`config.mk`:
```
export PLATFORM = sky130hd
export DESIGN_NAME = usb_evt_irq
export DESIGN_NICKNAME = d
export VERILOG_FILES = /design/src/rtl/usb_evt_irq_pkg.sv /design/src/rtl/usb_evt_irq_ctrl.sv /design/src/rtl/usb_evt_irq_evmap.sv /design/src/rtl/usb_evt_irq_word.sv /design/src/rtl/usb_evt_irq_bank.sv /design/src/rtl/usb_evt_irq.sv
export SDC_FILE = /design/constraint.sdc
export NUM_CORES = 1
export LEC_CHECK = 0
export BUFFER_PORTS_ARGS = -buffer_cell sky130_fd_sc_hd__buf_4
export CAP_MARGIN = 40
export CORE_AREA = 3 3 105 107
export DETAILED_ROUTE_END_ITERATION = 8
export DIE_AREA = 0 0 108 110
export HOLD_SLACK_MARGIN = 0.1
export PLACE_DENSITY = 0.84
export SLEW_MARGIN = 20
export SYNTH_ARGS = -nofsm -noshare
export SYNTH_HDL_FRONTEND = slang
export SYNTH_SLANG_ARGS = --single-unit
```
`constraint.sdc`:
```
create_clock -name clk -period 2.5 [get_ports clk]
set_input_delay 0.5 -clock clk [delete_from_list [all_inputs] [get_ports clk]]
set_output_delay 0.5 -clock clk [all_outputs]
set_load 0.01 [all_outputs]
```
`src/rtl/usb_evt_irq_pkg.sv`:
```
`timescale 1ns/1ps
package usb_evt_irq_pkg;

  localparam int REG_W = 32;

  localparam logic [1:0] ADDR_EN_LO = 2'd0;
  localparam logic [1:0] ADDR_EN_HI = 2'd1;
  localparam logic [1:0] ADDR_ST_LO = 2'd2;
  localparam logic [1:0] ADDR_ST_HI = 2'd3;

  typedef struct packed {
    logic       enLoWr;
    logic       enHiWr;
    logic       stLoClr;
    logic       stHiClr;
    logic       rdReq;
    logic [1:0] rdSel;
  } bank_strobe_t;

  // Implemented-bit mask of the high word: endpoint bits at the bottom,
  // device bits at the top.
  function automatic logic [REG_W-1:0] hi_impl_mask(input int hiEpBits, input int numDev);
    logic [REG_W-1:0] m;
    for (int b = 0; b < REG_W; b++) begin
      m[b] = (b < hiEpBits) || (b >= REG_W - numDev);
    end
    return m;
  endfunction

endpackage

```
`src/rtl/usb_evt_irq_ctrl.sv`:
```
`timescale 1ns/1ps
module usb_evt_irq_ctrl
  import usb_evt_irq_pkg::*;
(
  input  logic         regWrEn,
  input  logic         regRdEn,
  input  logic [1:0]   regAddr,
  output bank_strobe_t strb
);

  always_comb begin
    strb         = '0;
    strb.enLoWr  = regWrEn && (regAddr == ADDR_EN_LO);
    strb.enHiWr  = regWrEn && (regAddr == ADDR_EN_HI);
    strb.stLoClr = regWrEn && (regAddr == ADDR_ST_LO);
    strb.stHiClr = regWrEn && (regAddr == ADDR_ST_HI);
    strb.rdReq   = regRdEn;
    strb.rdSel   = regAddr;
  end

endmodule

```
`src/rtl/usb_evt_irq_evmap.sv`:
```
`timescale 1ns/1ps
module usb_evt_irq_evmap
  import usb_evt_irq_pkg::*;
#(
  parameter int NUM_EP  = 24,
  parameter int NUM_DEV = 4
) (
  input  logic [NUM_EP-1:0]  epFifoErr,
  input  logic [NUM_EP-1:0]  epPktDone,
  input  logic [NUM_DEV-1:0] devEvent,
  output logic [REG_W-1:0]   evLo,
  output logic [REG_W-1:0]   evHi
);

  localparam int LO_EPS     = REG_W / 2;
  localparam int HI_EP_BITS = (NUM_EP > LO_EPS) ? 2 * (NUM_EP - LO_EPS) : 0;
  localparam int DEV_BASE   = REG_W - NUM_DEV;

  for (genvar b = 0; b < REG_W; b++) begin : g_lo
    if (b / 2 >= NUM_EP) begin : g_none
      assign evLo[b] = 1'b0;
    end else if (b % 2 == 1) begin : g_pkt
      assign evLo[b] = epPktDone[b / 2];
    end else begin : g_err
      assign evLo[b] = epFifoErr[b / 2];
    end
  end

  for (genvar b = 0; b < REG_W; b++) begin : g_hi
    if (b < HI_EP_BITS) begin : g_ep
      if (b % 2 == 1) begin : g_pkt
        assign evHi[b] = epPktDone[LO_EPS + b / 2];
      end else begin : g_err
        assign evHi[b] = epFifoErr[LO_EPS + b / 2];
      end
    end else if (b >= DEV_BASE) begin : g_dev
      assign evHi[b] = devEvent[b - DEV_BASE];
    end else begin : g_none
      assign evHi[b] = 1'b0;
    end
  end

endmodule

```
`src/rtl/usb_evt_irq_word.sv`:
```
`timescale 1ns/1ps
module usb_evt_irq_word
  import usb_evt_irq_pkg::*;
#(
  parameter logic [REG_W-1:0] IMPL = '1
) (
  input  logic             clk,
  input  logic             rstN,
  input  logic             enWr,
  input  logic             stClr,
  input  logic [REG_W-1:0] wrData,
  input  logic [REG_W-1:0] ev,
  output logic [REG_W-1:0] en,
  output logic [REG_W-1:0] st,
  output logic             pend
);

  logic [REG_W-1:0] clrMask;

  assign clrMask = stClr ? wrData : '0;

  always_ff @(posedge clk or negedge rstN) begin
    if (!rstN) begin
      en <= '0;
      st <= '0;
    end else begin
      if (enWr) en <= wrData & IMPL;
      // set path ORed after the clear so a same-cycle pulse survives
      st <= ((st & ~clrMask) | ev) & IMPL;
    end
  end

  assign pend = |(st & en);

endmodule

```
`src/rtl/usb_evt_irq_bank.sv`:
```
`timescale 1ns/1ps
module usb_evt_irq_bank
  import usb_evt_irq_pkg::*;
#(
  parameter int NUM_EP  = 24,
  parameter int NUM_DEV = 4
) (
  input  logic             clk,
  input  logic             rstN,
  input  bank_strobe_t     strb,
  input  logic [REG_W-1:0] wrData,
  input  logic [REG_W-1:0] evLo,
  input  logic [REG_W-1:0] evHi,
  output logic [REG_W-1:0] enLo,
  output logic [REG_W-1:0] enHi,
  output logic [REG_W-1:0] stLo,
  output logic [REG_W-1:0] stHi,
  output logic [REG_W-1:0] rdData,
  output logic             irq
);

  localparam int LO_EPS     = REG_W / 2;
  localparam int HI_EP_BITS = (NUM_EP > LO_EPS) ? 2 * (NUM_EP - LO_EPS) : 0;
  localparam logic [REG_W-1:0] HI_IMPL = hi_impl_mask(HI_EP_BITS, NUM_DEV);

  localparam int NUM_WORDS = 2;

  logic [REG_W-1:0] enW   [NUM_WORDS];
  logic [REG_W-1:0] stW   [NUM_WORDS];
  logic [NUM_WORDS-1:0] pendW;

  for (genvar w = 0; w < NUM_WORDS; w++) begin : g_word
    localparam logic [REG_W-1:0] IMPL_W = (w == 0) ? '1 : HI_IMPL;
    logic             enWrSel;
    logic             stClrSel;
    logic [REG_W-1:0] evSel;

    assign enWrSel  = (w == 0) ? strb.enLoWr  : strb.enHiWr;
    assign stClrSel = (w == 0) ? strb.stLoClr : strb.stHiClr;
    assign evSel    = (w == 0) ? evLo : evHi;

    usb_evt_irq_word #(.IMPL(IMPL_W)) i_word (
      .clk    (clk),
      .rstN   (rstN),
      .enWr   (enWrSel),
      .stClr  (stClrSel),
      .wrData (wrData),
      .ev     (evSel),
      .en     (enW[w]),
      .st     (stW[w]),
      .pend   (pendW[w])
    );
  end

  assign enLo = enW[0];
  assign enHi = enW[1];
  assign stLo = stW[0];
  assign stHi = stW[1];

  always_ff @(posedge clk or negedge rstN) begin
    if (!rstN) begin
      rdData <= '0;
      irq    <= 1'b0;
    end else begin
      irq <= |pendW;
      if (strb.rdReq) begin
        unique case (strb.rdSel)
          ADDR_EN_LO: rdData <= enW[0];
          ADDR_EN_HI: rdData <= enW[1];
          ADDR_ST_LO: rdData <= stW[0];
          default:    rdData <= stW[1];
        endcase
      end
    end
  end

endmodule

```
`src/rtl/usb_evt_irq.sv`:
```
`timescale 1ns/1ps
module usb_evt_irq
  import usb_evt_irq_pkg::*;
#(
  parameter int NUM_EP  = 24,
  parameter int NUM_DEV = 4
) (
  input  logic               clk,
  input  logic               rstN,
  input  logic               regWrEn,
  input  logic               regRdEn,
  input  logic [1:0]         regAddr,
  input  logic [REG_W-1:0]   regWrData,
  output logic [REG_W-1:0]   regRdData,
  input  logic [NUM_EP-1:0]  epFifoErr,
  input  logic [NUM_EP-1:0]  epPktDone,
  input  logic [NUM_DEV-1:0] devEvent,
  output logic               irq
);

  bank_strobe_t     strb;
  logic [REG_W-1:0] evLo, evHi;
  logic [REG_W-1:0] enLo, enHi, stLo, stHi;

  usb_evt_irq_ctrl i_ctrl (
    .regWrEn (regWrEn),
    .regRdEn (regRdEn),
    .regAddr (regAddr),
    .strb    (strb)
  );

  usb_evt_irq_evmap #(.NUM_EP(NUM_EP), .NUM_DEV(NUM_DEV)) i_evmap (
    .epFifoErr (epFifoErr),
    .epPktDone (epPktDone),
    .devEvent  (devEvent),
    .evLo      (evLo),
    .evHi      (evHi)
  );

  usb_evt_irq_bank #(.NUM_EP(NUM_EP), .NUM_DEV(NUM_DEV)) i_bank (
    .clk    (clk),
    .rstN   (rstN),
    .strb   (strb),
    .wrData (regWrData),
    .evLo   (evLo),
    .evHi   (evHi),
    .enLo   (enLo),
    .enHi   (enHi),
    .stLo   (stLo),
    .stHi   (stHi),
    .rdData (regRdData),
    .irq    (irq)
  );

endmodule

```
==> results.json <==
{
  "status": "finished, final reports clean",
  "skew_ns": 0.00546,
  "grt.overflow.total": 0,
  "drv_slew": 0,
  "fin_crit_sh_pct": 72.0,
  "startpoint_type": "register",
  "root_buffer": "clkbuf_8",
  "grt_pass1_wl_um": 23900,
  "clk_latency_ns": 0.52,
  "met3_usage_pct": 5.65,
  "path_cells": "a22o_1, a221oi_2, nand4_1, or4_1",
  "setup_viol": 0,
  "cpLargestDelayFamily": "simple AND/OR/NAND/NOR gates",
  "powerDensity_nw_per_um2": 805,
  "core_um2": 10200,
  "ir_drop_v": 0.000499,
  "min_path_cells": 2,
  "rrSetupSlack_ns": 0.70,
  "grt.met2_usage_pct": 45.6,
  "max_slew_margin_pct": 56.0,
  "required_ns": 2.88,
  "fin_cells": 707,
  "netlist_instances": 428,
  "cts_buffers": 17,
  "p_leak_nw": 3.17,
  "crit_fanout": 3,
  "rows": 37,
  "first_iter_violations": 361,
  "min-delay-start": "epPktDone[9]",
  "cap_violations": 0,
  "synth.distinct_cells": 27,
  "final.setup.tns_ns": 0,
  "wl_per_cell_um": 21.6,
  "nets": 648,
  "slowest_delay_ns": 0.56,
  "tightestPinTransition_ns": 0.660,
  "ys_top_cells_by_area": "dfrtp_1 (57%), mux2_2 (12%), mux4_2 (7.5%)",
  "io_pins": 123,
  "antennaDiodeCount": 0,
  "yosys.area.top_type": "dfrtp_1",
  "via_per_inst": 6.05,
  "dp_slack_ns": 0.596,
  "post-dp-hpwl_um": 10200,
  "path_buf_inv": 0,
  "yosys_warnings": 0,
  "grt_max_degree": 74,
  "start_util_pct": 58.5,
  "syn_nets": 518,
  "seq_area_frac_synth_pct": 57.3,
  "period_needed_ns": 1.80,
  "arrival_ns": 2.18,
  "drive_gt1_share_pct": 44.8,
  "dp_cells": 674,
  "ys_ff_latch": 137,
  "cts_max_level": 4,
  "antenna_found_initial": 0,
  "rsz0062_at_grt": "false",
  "clk_pin_slew_ns": 0.06,
  "setup_ws_ns": 0.700,
  "r2r_end": "i_bank.irq$_DFF_PN0_",
  "r2r_cells": 4,
  "grt_usage_pct": 27.1,
  "fp.dieW_um": 108,
  "grt_use_met1_pct": 35.6,
  "clock_path_buffers": 2,
  "numPortBuffers": 122,
  "route.detailed.drc": 0,
  "dieArea_um2": 11900,
  "first_global_vias": 4317,
  "worstSetupEndpointType": "register",
  "slowest_stage": "or4_1",
  "wl_um": 15200,
  "ant_nets": 0,
  "r2r-start": "i_bank.g_word[1].i_word.st[15]$_DFF_PN0_",
  "worstSetupPathType": "reg -> reg",
  "die_h_um": 110,
  "final_core_util_pct": 74.6,
  "synth_area_um2": 5980,
  "hp-class": "in -> reg",
  "clock.fmax_mhz": 556,
  "gp_congestion": 0.856,
  "syn2layout_area_growth_pct": 27.5,
  "first_pass_iters": 5,
  "cts.sinks": 137,
  "min_to": "i_bank.g_word[0].i_word.st[19]$_DFF_PN0_",
  "hold_viol_final": 0,
  "vias": 4274,
  "synth_top_area_share_pct": 57.3,
  "cts_tree": "built",
  "busiest_layer": "met2",
  "syn_area_per_cell_um2": 14.0
}
[what timing repair did]
item | CTS | global route
endpoints found under the hold margin | 71 | 0
buffers inserted | 0 | 0
resized for setup | 0 | 0
hold buffers | 1 | 0
[worst max path at each step]
stage | slack [ns] | to | from | depth (start not counted)
CTS | 0.70 | i_bank.irq$_DFF_PN0_ | i_bank.g_word[1].i_word.st[15]$_DFF_PN0_ | 4
floorplan | 0.84 | i_bank.rdData[28]$_DFFE_PN0P_ | regAddr[0] | 4
detailed placement | 0.60 | i_bank.rdData[6]$_DFFE_PN0P_ | regAddr[0] | 3
global placement | 0.64 | i_bank.rdData[15]$_DFFE_PN0P_ | regAddr[1] | 4
finish | 0.70 | i_bank.irq$_DFF_PN0_ | i_bank.g_word[1].i_word.st[15]$_DFF_PN0_ | 4
global route | 0.64 | i_bank.irq$_DFF_PN0_ | i_bank.g_word[1].i_word.st[15]$_DFF_PN0_ | 4
[cell type report]
class,instances,area (um2)
clock buffers,20,435
clock inverters,12,150
fillers,602,2600
inverters,12,45.0
multi-input cells,257,2380
flip-flops and latches,137,3430
well taps,136,170
repair buffers,133,1020
[placed cells by master, fill, tap and decap left out, drive strengths merged]
| master | count |
|---|---|
| dfrtp | 137 |
| buf | 132 |
| mux2 | 72 |
| nand2 | 53 |
| a21o | 52 |
| mux4 | 20 |
| clkbuf | 20 |
| inv | 12 |
| mux2i | 12 |
| o22ai | 12 |
| a22o | 11 |
| a221oi | 11 |
| clkinv | 6 |
| a22oi | 4 |
| nand4 | 3 |
| bufinv | 3 |
| clkinvlp | 3 |
| nor2 | 1 |
| and3 | 1 |
| nand3 | 1 |
| or4 | 1 |
| nor3b | 1 |
| nand3b | 1 |
| nand2b | 1 |
| dlygate4sd3 | 1 |
[cell usage after synthesis]
| library cell | n |
|---|---|
| buf_6 | 3 |
| mux4_2 | 20 |
| inv_1 | 12 |
| and3_1 | 1 |
| mux2_2 | 65 |
| mux2_1 | 7 |
| a22oi_1 | 4 |
| nand2_1 | 53 |
| buf_2 | 11 |
| nand2b_1 | 1 |
| a21o_2 | 1 |
| nand4_1 | 3 |
| a221oi_1 | 5 |
| nor2_1 | 1 |
| mux2i_1 | 12 |
| dfrtp_1 | 137 |
| a21o_1 | 51 |
| o22ai_1 | 12 |
| a221oi_2 | 6 |
| nor3b_2 | 1 |
| buf_1 | 1 |
| a22o_1 | 11 |
| buf_4 | 4 |
| nand3_1 | 1 |
| clkbuf_1 | 3 |
| or4_1 | 1 |
| nand3b_1 | 1 |
[per-stage QoR]
step                cell area [um2]  power [mW]  hold WS (ns)
floorplan                      5980        3.20         0.204
global placement               7030        3.63         0.483
detailed placement             7030        3.68         0.494
CTS                            7630        6.16         0.138
global route                   7630        6.37         0.145
finish                         7630        6.14         0.156
[registers in the layout, summed over array words and instances (netlist names)]
| register | flops |
|---|---|
| i_bank.rdData | 32 |
| i_bank.g_word.i_word.en | 52 |
| i_bank.g_word.i_word.st | 52 |
| i_bank.irq | 1 |
[where the power goes]
group	switching, mW	internal (mW)	total [mW]
registers	0.246	2.49	2.74
clock network	0.922	1.54	2.46
logic	0.386	0.550	0.936
[metal layers]
metal / part of all wire [%] / up-vias
li1: - / 1853
met1: 40 / 2215
met2: 51 / 181
met3: 7.0 / 25
met4: 1.6 / 0
met5: 0 / -
[cell families after synthesis]
kind of cell           Yosys count  synth area share, %
multiplexers                   104                 23.1
flip-flops                     137                 57.3
AO/OA/AOI/OAI                   90                 12.2
AND/OR/NAND/NOR                 63                 4.46
buffers and inverters           34                 2.99
(Power assumes the default switching activity.)
